===== src/rtl/prbs_pkg.sv =====
package prbs_pkg;

  typedef enum logic [3:0] {
    PM_P7, PM_P9, PM_P11, PM_P15, PM_P20, PM_QRSS, PM_P23, PM_REP, PM_ALT, PM_BAD
  } pat_mode_e;

  localparam int LFSR_W   = 23;
  localparam int NSEQ     = 6;
  localparam int SEQ_LEN [NSEQ] = '{7, 9, 11, 15, 20, 23};
  localparam int SEQ_TAP [NSEQ] = '{6, 5, 9, 14, 17, 18};
  localparam int QRSS_IDX = 4;
  localparam int QRSS_RUN = 14;
  localparam int QRSS_HI  = SEQ_LEN[QRSS_IDX] - 2;

  function automatic int seq_index(pat_mode_e m);
    case (m)
      PM_P7:           return 0;
      PM_P9:           return 1;
      PM_P11:          return 2;
      PM_P15:          return 3;
      PM_P20, PM_QRSS: return 4;
      PM_P23:          return 5;
      default:         return 0;
    endcase
  endfunction

  function automatic logic is_lfsr(pat_mode_e m);
    return (m != PM_REP) && (m != PM_ALT) && (m != PM_BAD);
  endfunction

endpackage


===== src/rtl/prbs_sel_decode.sv =====
module prbs_sel_decode
  import prbs_pkg::*;
(
  input  logic       bank_i,
  input  logic [2:0] sel_i,
  output pat_mode_e  mode_o,
  output logic       illegal_o
);
  always_comb begin
    mode_o = PM_BAD;
    if (!bank_i) begin
      case (sel_i)
        3'b000:  mode_o = PM_P7;
        3'b001:  mode_o = PM_P11;
        3'b010:  mode_o = PM_P15;
        3'b011:  mode_o = PM_QRSS;
        3'b100:  mode_o = PM_REP;
        3'b101:  mode_o = PM_ALT;
        default: mode_o = PM_BAD;
      endcase
    end else begin
      case (sel_i)
        3'b000:  mode_o = PM_P9;
        3'b001:  mode_o = PM_P20;
        3'b010:  mode_o = PM_P23;
        default: mode_o = PM_BAD;
      endcase
    end
    illegal_o = (mode_o == PM_BAD);
  end
endmodule


===== src/rtl/prbs_lfsr.sv =====
module prbs_lfsr
  import prbs_pkg::*;
#(
  parameter int W = LFSR_W
) (
  input  logic      clk_i,
  input  logic      rst_ni,
  input  logic      seed_i,
  input  logic      step_i,
  input  pat_mode_e mode_i,
  output logic      bit_o
);
  logic [W-1:0]    state_q, state_d, mask;
  logic [NSEQ-1:0] out_c, fb_c;
  int              sidx;

  for (genvar g = 0; g < NSEQ; g++) begin : g_seq
    assign out_c[g] = state_q[SEQ_LEN[g]-1];
    assign fb_c[g]  = state_q[SEQ_LEN[g]-1] ^ state_q[SEQ_TAP[g]-1];
  end

  always_comb begin
    sidx = seq_index(mode_i);
    for (int i = 0; i < W; i++) mask[i] = (i < SEQ_LEN[sidx]);
  end

  // zero suppression looks ahead at the next QRSS_RUN bits to be sent
  always_comb begin
    bit_o = out_c[sidx];
    if (mode_i == PM_QRSS && state_q[QRSS_HI -: QRSS_RUN] == '0) bit_o = 1'b1;
  end

  always_comb begin
    state_d = state_q;
    if (seed_i)      state_d = mask;
    else if (step_i) state_d = {state_q[W-2:0], fb_c[sidx]} & mask;
  end

  always_ff @(posedge clk_i or negedge rst_ni) begin
    if (!rst_ni) state_q <= '1;
    else         state_q <= state_d;
  end
endmodule


===== src/rtl/prbs_word_seq.sv =====
module prbs_word_seq #(
  parameter int WORD_W = 16,
  localparam int IDX_W = $clog2(WORD_W)
) (
  input  logic              clk_i,
  input  logic              rst_ni,
  input  logic              clear_i,
  input  logic              step_i,
  input  logic              alt_i,
  input  logic [IDX_W-1:0]  rep_len_i,
  input  logic [WORD_W-1:0] word_i,
  output logic              bit_o
);
  localparam logic [IDX_W-1:0] LAST = IDX_W'(WORD_W - 1);

  logic [IDX_W-1:0] idx_q;
  logic             phase_q;

  assign bit_o = word_i[idx_q] ^ (alt_i & phase_q);

  always_ff @(posedge clk_i or negedge rst_ni) begin
    if (!rst_ni) begin
      idx_q   <= '0;
      phase_q <= 1'b0;
    end else if (clear_i) begin
      idx_q   <= '0;
      phase_q <= 1'b0;
    end else if (step_i) begin
      if (alt_i) begin
        idx_q <= (idx_q == LAST) ? '0 : idx_q + 1'b1;
        if (idx_q == LAST) phase_q <= ~phase_q;
      end else begin
        idx_q   <= (idx_q >= rep_len_i) ? '0 : idx_q + 1'b1;
        phase_q <= 1'b0;
      end
    end
  end
endmodule


===== src/rtl/prbs_pattern_gen.sv =====
module prbs_pattern_gen
  import prbs_pkg::*;
#(
  parameter int WORD_W = 16,
  localparam int LEN_W = $clog2(WORD_W)
) (
  input  logic              clk_i,
  input  logic              rst_ni,
  input  logic              bit_en_i,
  input  logic              bank_i,
  input  logic [2:0]        sel_i,
  input  logic [LEN_W-1:0]  rep_len_i,
  input  logic [WORD_W-1:0] word_i,
  input  logic              inv_i,
  output logic              data_o,
  output logic              illegal_o
);
  pat_mode_e mode_d, mode_q;
  logic      sel_change, emit, lfsr_bit, word_bit, next_bit;

  prbs_sel_decode u_dec (
    .bank_i    (bank_i),
    .sel_i     (sel_i),
    .mode_o    (mode_d),
    .illegal_o (illegal_o)
  );

  assign sel_change = (mode_d != mode_q);
  assign emit       = bit_en_i && !sel_change && !illegal_o;

  prbs_lfsr #(.W(LFSR_W)) u_lfsr (
    .clk_i  (clk_i),
    .rst_ni (rst_ni),
    .seed_i (sel_change),
    .step_i (emit && is_lfsr(mode_d)),
    .mode_i (mode_d),
    .bit_o  (lfsr_bit)
  );

  prbs_word_seq #(.WORD_W(WORD_W)) u_word (
    .clk_i     (clk_i),
    .rst_ni    (rst_ni),
    .clear_i   (sel_change),
    .step_i    (emit && !is_lfsr(mode_d)),
    .alt_i     (mode_d == PM_ALT),
    .rep_len_i (rep_len_i),
    .word_i    (word_i),
    .bit_o     (word_bit)
  );

  assign next_bit = (is_lfsr(mode_d) ? lfsr_bit : word_bit) ^ inv_i;

  always_ff @(posedge clk_i or negedge rst_ni) begin
    if (!rst_ni) begin
      mode_q <= PM_P7;
      data_o <= 1'b0;
    end else begin
      mode_q <= mode_d;
      if (illegal_o) data_o <= 1'b0;
      else if (emit) data_o <= next_bit;
    end
  end
endmodule


===== config.mk =====
export PLATFORM = sky130hd
export DESIGN_NAME = prbs_pattern_gen
export DESIGN_NICKNAME = d
export VERILOG_FILES = /design/src/rtl/prbs_pkg.sv /design/src/rtl/prbs_sel_decode.sv /design/src/rtl/prbs_lfsr.sv /design/src/rtl/prbs_word_seq.sv /design/src/rtl/prbs_pattern_gen.sv
export SDC_FILE = /design/constraint.sdc
export NUM_CORES = 1
export LEC_CHECK = 0
export ABC_AREA = 1
export CAP_MARGIN = 10
export CORE_MARGIN = 4
export CORE_UTILIZATION = 55
export DETAILED_ROUTE_END_ITERATION = 6
export PLACE_DENSITY = 0.78
export REMOVE_ABC_BUFFERS = 1
export SYNTH_ARGS = -nofsm -noshare
export SYNTH_HDL_FRONTEND = slang
export SYNTH_HIERARCHICAL = 1
export SYNTH_SLANG_ARGS = --single-unit

===== constraint.sdc =====
create_clock -name clk_i -period 2.4 [get_ports clk_i]
set_input_delay 0.48 -clock clk_i [delete_from_list [all_inputs] [get_ports clk_i]]
set_output_delay 0.48 -clock clk_i [all_outputs]
set_load 0.02 [all_outputs]

==> results.toml, run 1 <==
[synthesis]
syn_inst = 350
synthTopCellsByArea = "dfstp_2, nand2_1, dfrtp_1"
synth_top_area_cell = "dfstp_2"
synth_area_mm2 = 0.00238
ys_warn_count = 6
ys_types = 32
avgSynthCellArea_um2 = 6.81
yosysTopAreaCellShare_pct = 25.3
ys_seq_area_share_pct = 35.8
ys_ff_latch = 33

[clock_tree]
clk_pin_slew_ns = 0.07
clockBufferDepth = 2
tritoncts = "done"
cts-root-buf = "clkbuf_8"
cts_inserted_buffers = 5
cts_sinks = 33
cts_hold_buf = 0
insertion_delay_ns = 0.29
htreeDepth = 2

[worst_setup_path]
worstPathMaxFanout = 8
path_class = "input pin to flop"
crit_arrival_ns = 2.48
required_ns = 2.60
endpoint_kind = "flop"
crit_path_start = "sel_i[2]"
startpoint_type = "input pin"
worst_r2r_startpoint = "u_word/idx_q[0]"

[cells_and_area]
layout_common_cells = "nand2_1, inv_1, buf_4"
layout_commonest_cell = "nand2_1"
nets = 450
fillers = 322
synthToLayoutAreaGrowth_pct = 28.0
drive_above_1_share_pct = 25.8
seq_area_um2 = 855
diodes = 0
multiInputGateArea_mm2 = 0.00128

[flow_run]
max-cap-violations = 0

[detailed_routing]
finalWirelength_mm = 5.47
drt_iter0_drc = 86
routedWlPerCell_um = 11.8
viasPerCell = 5.12
drc = 0
vias = 2375
postRouteAntennaNets = 0
dr.pass1.iters = 4

[hold_path]
hp-start = "u_lfsr/state_q[21]"
hold_class = "flop to flop"

[grt]
grt_pass1_vias = 2238
grt_use_total_pct = 21.8
antenna_found_initial = 0
grt-ovfl-total = 0
grt_max_degree = 34
grt_pass1_wl_mm = 9.26

[sta]
setup_violations = 0
worst_pin_slew_ns = 0.434
slew_headroom_pct = 71.1
tns_ns = 0
max_freq_mhz = 439
finalCritPeriodShare_pct = 94.9
skew_ns = 0.00392
layout_min_cycle_time_ns = 2.28
slew_violations = 0
hold_viol = 0
finalWorstSetupSlack_ns = 0.122

[floorplan]
initial_core_util_pct = 58.4
die_x_um = 73.9
rows = 23
die-area_mm2 = 0.00545
chipHeight_um = 73.9
core_area_mm2 = 0.00409
ios = 30

[power]
share_comb_of_total_power_pct = 34.8
switching_share_pct = 36.8
pwr-share-seq_pct = 41.7
p_leak_nw = 1.57
power_frac_clock_pct = 23.4
vdd_ir_drop_max_uv = 313
p_per_area_mw_per_mm2 = 583
switching_power_mw = 0.654
internal-power_mw = 1.13
power_mw = 1.78

[placement]
hpwl_mm = 4.10
place_ws_ns = -0.564
portBuffers = 29
routabilityCongestion = 0.928

[run_status]
status = "finished clean"
-- routing by layer --
metal  up-vias  track usage [%]  share of wire (%)
li1       1221                -                  -
met1      1068             26.3                 43
met2        77             37.0                 49
met3         9             4.38                6.0
met4         0             10.3                2.0
met5         -                0                  0
-- synth_stat cells (all sizes together) --
| library cell | count |
|---|---|
| a21oi | 15 |
| buf | 6 |
| clkbuf | 2 |
| dfrtp | 10 |
| dfstp | 23 |
| ha | 9 |
| inv | 59 |
| nand2 | 116 |
| nand3 | 28 |
| nand4 | 2 |
| nor2 | 30 |
| nor3 | 1 |
| nor4 | 3 |
| o211ai | 3 |
| o21ai | 35 |
| o2bb2ai | 1 |
| o31ai | 1 |
| or2 | 3 |
| xnor2 | 1 |
| xor2 | 2 |
-- logic make-up after synthesis --
family          share of synthesized area [%]
simple gates                             34.0
buf+inv                                  12.1
compound gates                           12.3
flops                                    35.8
fa+ha+maj                                4.72
xor+xnor                                 1.10
-- area by class of cell --
class / instances / area share (%)
inverter: 59 / 7.42
tap: 50 / 2.05
clock buffer: 5 / 2.26
clock inverter: 3 / 0.533
timing repair buffer: 64 / 17.7
multi-input combinational: 250 / 42.1
sequential: 33 / 28.0
-- critical path: stages --
cell           delay [ns]
dlygate4sd2_1        0.27
inv_2                0.09
nand2_4              0.06
nand2_1              0.06
nand2_1              0.07
nor2_2               0.16
inv_1                0.09
nand2_1              0.07
nand2_1              0.05
nor2_2               0.15
nand4_1              0.22
nor2_2               0.19
nor2_2               0.09
inv_1                0.18
o211ai_1             0.12
o21ai_0              0.11
-- power by group through the flow --
stage          Sequential (mW)  Clock [mW]  Combinational [mW]
5_1_grt                  0.752       0.457               0.703
3_3_place_gp             0.747           0               0.585
2_1_floorplan            0.727           0               0.377
4_1_cts                  0.740       0.429               0.613
3_5_place_dp             0.749           0               0.602
6_report                 0.743       0.417               0.620
-- worst paths after layout --
check | to | slack [ns] | cells after the start
max in group asynchronous | u_lfsr/state_q[1] | 1.47 | 2
setup reg to reg | data_o | 0.67 | 15
hold / removal | u_lfsr/state_q[21] | 0.47 | 2
setup / recovery | u_lfsr/state_q[8] | 0.12 | 16
hold reg to reg | u_lfsr/state_q[21] | 0.47 | 2
min in group asynchronous | data_o | 0.59 | 2
-- repair_timing --
item,in CTS,in global routing
setup buffers,0,1
setup endpoints to repair,30,18
gates resized for setup,17,7
pin swaps,2,1
-- sequential cells by signal, summed over array words and instances (netlist names) --
name            flops
u_lfsr/state_q     23
u_word/idx_q        4
data_o              1
u_word/phase_q      1
mode_q              4
-- metrics by stage --
| step | utilization (%) | area [µm²] | hold slack, ns | std cells |
|---|---|---|---|---|
| 2_1_floorplan | - | 2320 | 0.184 | 342 |
| 6_report | 74.7 | 3050 | 0.468 | 464 |
| 3_5_place_dp | 71.7 | 2930 | 0.462 | 455 |
| 4_1_cts | 74.3 | 3040 | 0.471 | 463 |
| 3_3_place_gp | 71.7 | 2930 | 0.452 | 455 |
| 5_1_grt | 74.7 | 3050 | 0.484 | 464 |
Power figures use the tool's default switching activity.
==> run 2: changes to the inputs <==
--- a/config.mk
+++ b/config.mk
@@ -10,7 +10,7 @@
 export CORE_MARGIN = 4
 export CORE_UTILIZATION = 55
 export DETAILED_ROUTE_END_ITERATION = 6
-export PLACE_DENSITY = 0.78
+export PLACE_DENSITY = 0.86
 export REMOVE_ABC_BUFFERS = 1
 export SYNTH_ARGS = -nofsm -noshare
 export SYNTH_HDL_FRONTEND = slang
==> run 2 against run 1 <==
  * Core utilization is 0.61 points higher
  * Sequential cell count did not move
  * Maximum frequency down 0.98%
  * First-iteration DRC count rose to 3.1 times the previous value
  * Routed wire length is 8.9% higher
  * Critical path type unchanged
  * Clock-buffer cell count up 1
  * Register-to-register slack worse by 0.02 ns
  * Critical path depth rose by 4
  * Setup slack got worse by 0.022 ns
  * Total power increased by 1.0%
  * Clock skew grew 0.0020 ns
  * Via count up 4.6%
==> results.toml, run 2 (synthesis gave the netlist of run 1 again) <==
[sta]
tns_ns = 0
slew_violations = 0
layout_min_cycle_time_ns = 2.30
hold_viol = 0
rsz0062_at_grt = "true"
slew_headroom_pct = 71.5
setup_violations = 0
worst_pin_slew_ns = 0.427
max_freq_mhz = 435
skew_ns = 0.00592
holdWs_ns = 0.468
finalCritPeriodShare_pct = 95.8

[worst_setup_path]
crit_slowest_cell = "dlygate4sd2_1"
critical-path-top-delay-family = "simple AND/OR/NAND/NOR gates"
cp_slowest_stage_delay_ns = 0.28
required_ns = 2.58
worstPathMaxFanout = 5
reg2reg_slack_ns = 0.65
crit_buf_inv = 6
crit_chain = "dlygate4sd2_1, or2_1, nand3_1, o21ai_1, buf_4, inv_1, nor2_1, nand2_2, nand2_4, buf_4, nand2_1, nand3_1, nand3_1, nand3_1, inv_1, nand3_1, nand3_1, nand3_1, nand2_1, inv_1"
crit_arrival_ns = 2.48
endpoint_kind = "flop"
rr_endpoint = "data_o"
worst-r2r-cell-count = 12
path_class = "input pin to flop"
startpoint_type = "input pin"
worst_r2r_startpoint = "u_lfsr/state_q[6]"
cp_common_cell = "nand3_1"

[floorplan]
rows = 23
initial_core_util_pct = 58.4
die-area_mm2 = 0.00545
chipHeight_um = 73.9
ios = 30
die_x_um = 73.9
core_area_mm2 = 0.00409

[clock_tree]
insertion_delay_ns = 0.28
cts_inserted_buffers = 5
cts_hold_buf = 0
clockBufferDepth = 2
cts_sinks = 33
tritoncts = "done"
htreeDepth = 2
clk_pin_slew_ns = 0.07
cts-root-buf = "clkbuf_8"

[hold_path]
min_path_cells = 2
hold_class = "flop to flop"
hp-start = "u_lfsr/state_q[20]"
hold_end = "u_lfsr/state_q[20]"

[detailed_routing]
drc = 0
dr.pass1.iters = 5
drt_iter0_drc = 268
vias = 2484
routedWlPerCell_um = 12.8
finalWirelength_mm = 5.95
viasPerCell = 5.34
postRouteAntennaNets = 0

[grt]
antenna_found_initial = 0
grt-ovfl-total = 0
grt_use_total_pct = 23.6
grt_max_degree = 34
grt_pass1_wl_mm = 10.0
grt_pass1_vias = 2350

[placement]
portBuffers = 29
place_area_mm2 = 0.00293
hpwl_mm = 4.36
routabilityCongestion = 0.951
placed_cells_incl_taps = 455

[cells_and_area]
fin_cells = 465
synthToLayoutAreaGrowth_pct = 29.0
largest_reg_flops = 23
diodes = 0
fillers = 305
top_register = "u_lfsr/state_q"
drive_above_1_share_pct = 26.3
layout_common_cells = "nand2_1, inv_1, buf_4"
final_core_util_pct = 75.3
layout_commonest_cell = "nand2_1"
nets = 451
reg_top3 = "u_lfsr/state_q: 23 flops, mode_q: 4 flops, u_word/idx_q: 4 flops"
final_area_mm2 = 0.00308

[power]
vdd_ir_drop_max_uv = 525
p_per_area_mw_per_mm2 = 585
p_leak_nw = 1.58

[run_status]
status = "finished clean"

[flow_run]
max-cap-violations = 0
## run 2: metal layers
layer / global-route usage, % / vias up / wire length, µm
li1: - / 1230 / -
met1: 28.8 / 1145 / 2410
met2: 42.2 / 100 / 3060
met3: 3.97 / 9 / 429
met4: 6.84 / 0 / 55
met5: 0 / - / 0
## run 2: power breakdown
part	internal [mW]	leakage [nW]	switching, mW
clock	0.201	0.0450	0.201
sequential	0.658	0.369	0.0866
combinational	0.279	1.17	0.373
## run 2: final cells by class
cell class | count | area, µm² | area share, %
clock buffer | 6 | 72.6 | 2.36
clock inverter | 2 | 10.0 | 0.325
inverter | 59 | 226 | 7.36
multi-input combinational | 250 | 1300 | 42.1
sequential | 33 | 855 | 27.8
tap | 50 | 62.6 | 2.03
timing repair buffer | 65 | 554 | 18.0
## run 2: worst reg2reg max path, cell delays in order, from the launching register on
cell	delay [ns]
dfstp_2	0.57
inv_1	0.06
ha_1	0.20
nand4_1	0.11
nor4_1	0.05
nand3_1	0.07
nand3_1	0.13
inv_1	0.08
nand3_1	0.07
nand3_1	0.11
nand3_1	0.11
nand2_1	0.07
inv_1	0.03
## run 2: what timing repair did
action / in CTS / in global routing
pin swaps: 4 / 6
setup buffers: 1 / 1
resized for setup: 15 / 16
endpoints found under the setup margin: 28 / 17
## run 2: worst max path at each step
stage	start	endpoint	slack [ns]	cells past startpoint
floorplan	sel_i[0]	u_lfsr/state_q[14]	-0.23	12
global placement	sel_i[0]	u_lfsr/state_q[13]	-0.39	14
detailed placement	sel_i[0]	u_lfsr/state_q[13]	-0.54	14
CTS	sel_i[0]	u_word/idx_q[2]	0.07	15
global route	sel_i[2]	u_word/phase_q	-0.08	17
finish	sel_i[2]	data_o	0.1	20
## run 2: stage by stage
step / total power [mW] / setup WS, ns
after floorplan: 1.10 / -0.226
after global placement: 1.33 / -0.391
after detailed placement: 1.36 / -0.540
after CTS: 1.77 / 0.0729
after global routing: 1.92 / -0.0840
final: 1.80 / 0.0999
==> run 3: changes to the inputs <==
==> constraint.sdc (replaced) <==
create_clock -name clk_i -period 2.8 [get_ports clk_i]
set_input_delay 0.56 -clock clk_i [delete_from_list [all_inputs] [get_ports clk_i]]
set_output_delay 0.56 -clock clk_i [all_outputs]
set_load 0.02 [all_outputs]
==> run 3 against run 2 <==
  * Non-clock buffer count fell by 4
  * Largest cell class unchanged
  * Setup slack improved by 0.091 ns
  * First-iteration DRC count fell by 24%
  * Critical path type unchanged
  * Die area did not move
==> results.toml, run 3 (synthesis gave the netlist of run 1 again) <==
[sta]
hold_viol = 0
setup_violations = 0
rsz0062_at_grt = "false"
holdWs_ns = 0.471
finalCritPeriodShare_pct = 93.2
finalWorstSetupSlack_ns = 0.191
max_freq_mhz = 383
worst_pin_slew_ns = 0.427
layout_min_cycle_time_ns = 2.61
slew_headroom_pct = 71.3
skew_ns = 0.00849
slew_violations = 0

[cells_and_area]
largest_reg_flops = 23
synthToLayoutAreaGrowth_pct = 28.8
layout_commonest_cell = "nand2_1"
seq_area_um2 = 855
layout_common_cells = "nand2_1, inv_1, buf_4"
multiInputGateArea_mm2 = 0.00127
drive_above_1_share_pct = 23.6
nets = 447
reg_top3 = "u_lfsr/state_q: 23 flops, mode_q: 4 flops, u_word/idx_q: 4 flops"
fillers = 322
top_register = "u_lfsr/state_q"
diodes = 0
final_area_mm2 = 0.00307

[detailed_routing]
drc = 0
vias = 2430
drt_iter0_drc = 205
routedWlPerCell_um = 12.4
viasPerCell = 5.27
finalWirelength_mm = 5.71
dr.pass1.iters = 4
postRouteAntennaNets = 0

[worst_setup_path]
critical-path-top-delay-family = "buffers and inverters"
endpoint_kind = "flop"
worstPathMaxFanout = 6
crit_buf_inv = 5
crit_chain = "clkdlybuf4s50_1, inv_1, nor2_2, buf_4, nand2_2, nand2_2, inv_1, nor2_1, nand2_2, nand2_4, inv_2, ha_1, o31ai_2, o21ai_0, o21ai_0"
worst_r2r_startpoint = "u_word/idx_q[0]"
path_class = "input pin to flop"
crit_slowest_cell = "clkdlybuf4s50_1"
cp_common_cell = "nand2_2"
crit_path_start = "bank_i"
crit_arrival_ns = 2.81
startpoint_type = "input pin"
required_ns = 3.00
cp_slowest_stage_delay_ns = 0.52

[power]
internal-power_mw = 1.07
power_frac_clock_pct = 28.4
p_leak_nw = 1.60
share_comb_of_total_power_pct = 32.7
power_mw = 1.63
vdd_ir_drop_max_uv = 318
p_per_area_mw_per_mm2 = 531
switching_share_pct = 34.1
switching_power_mw = 0.556
pwr-share-seq_pct = 38.9

[floorplan]
die-area_mm2 = 0.00545
chipHeight_um = 73.9
ios = 30
rows = 23
core_area_mm2 = 0.00409
die_x_um = 73.9
initial_core_util_pct = 58.4

[clock_tree]
cts_inserted_buffers = 5
cts-root-buf = "clkbuf_8"
htreeDepth = 2
cts_hold_buf = 0
clockBufferDepth = 2
clk_pin_slew_ns = 0.07
cts_sinks = 33
tritoncts = "done"
insertion_delay_ns = 0.29

[run_status]
status = "finished clean"

[hold_path]
hp-start = "u_lfsr/state_q[3]"
hold_class = "flop to flop"

[grt]
grt-ovfl-total = 0
grt_max_degree = 34
grt_pass1_wl_mm = 9.61
antenna_found_initial = 0
grt_use_total_pct = 22.8
grt_pass1_vias = 2279

[placement]
place_area_mm2 = 0.00291
place_ws_ns = -0.253
hpwl_mm = 4.21
portBuffers = 29
routabilityCongestion = 0.978

[flow_run]
max-cap-violations = 0
-- run 3: stage by stage --
| stage | utilization (%) | instances | TNS, ns |
|---|---|---|---|
| final | 75.1 | 461 | 0 |
| after global routing | 75.1 | 461 | 0 |
| after CTS | 74.2 | 460 | 0 |
| after detailed placement | 71.2 | 452 | -3.52 |
| after global placement | 71.2 | 452 | -0.552 |
| after floorplan | - | 342 | 0 |
-- run 3: what timing repair did --
action                                  CTS  global route
gates resized for setup                   1            11
pin swaps                                 0             3
setup buffers                             0             1
endpoints found under the setup margin    1            23
-- run 3: tightest hold or removal path: cells and delay by family, from the launching register on --
kind             cells  cell delay, ns
DFF                  1            0.37
and+or+nand+nor      2            0.10
-- run 3: final timing paths --
kind / to / slack, ns / cells past startpoint
min reg2reg: u_lfsr/state_q[3] / 0.47 / 2
min: u_lfsr/state_q[3] / 0.47 / 2
max: u_lfsr/state_q[13] / 0.19 / 15
min in group asynchronous: mode_q[1] / 0.67 / 2
max in group asynchronous: u_lfsr/state_q[12] / 1.80 / 2
max reg2reg: u_word/idx_q[3] / 1.07 / 11
-- run 3: power groups by stage --
| stage | logic [mW] | registers, mW | clock network (mW) |
|---|---|---|---|
| final | 0.533 | 0.635 | 0.463 |
| after global routing | 0.605 | 0.643 | 0.493 |
| after CTS | 0.524 | 0.633 | 0.472 |
| after detailed placement | 0.515 | 0.640 | 0 |
| after global placement | 0.498 | 0.638 | 0 |
| after floorplan | 0.323 | 0.623 | 0 |
-- run 3: layer usage --
metal	part of all wire (%)	global-route usage [%]
met5	0	0
met2	49	39.8
met1	42	28.1
met4	1.7	6.84
met3	7.0	4.51
-- run 3: area by class of cell --
class,count,share of cell area (%)
clock inverter,1,0.163
multi-input combinational,250,41.2
timing repair buffer,61,17.5
clock buffer,7,3.87
inverter,59,7.38
sequential,33,27.8
tap,50,2.04
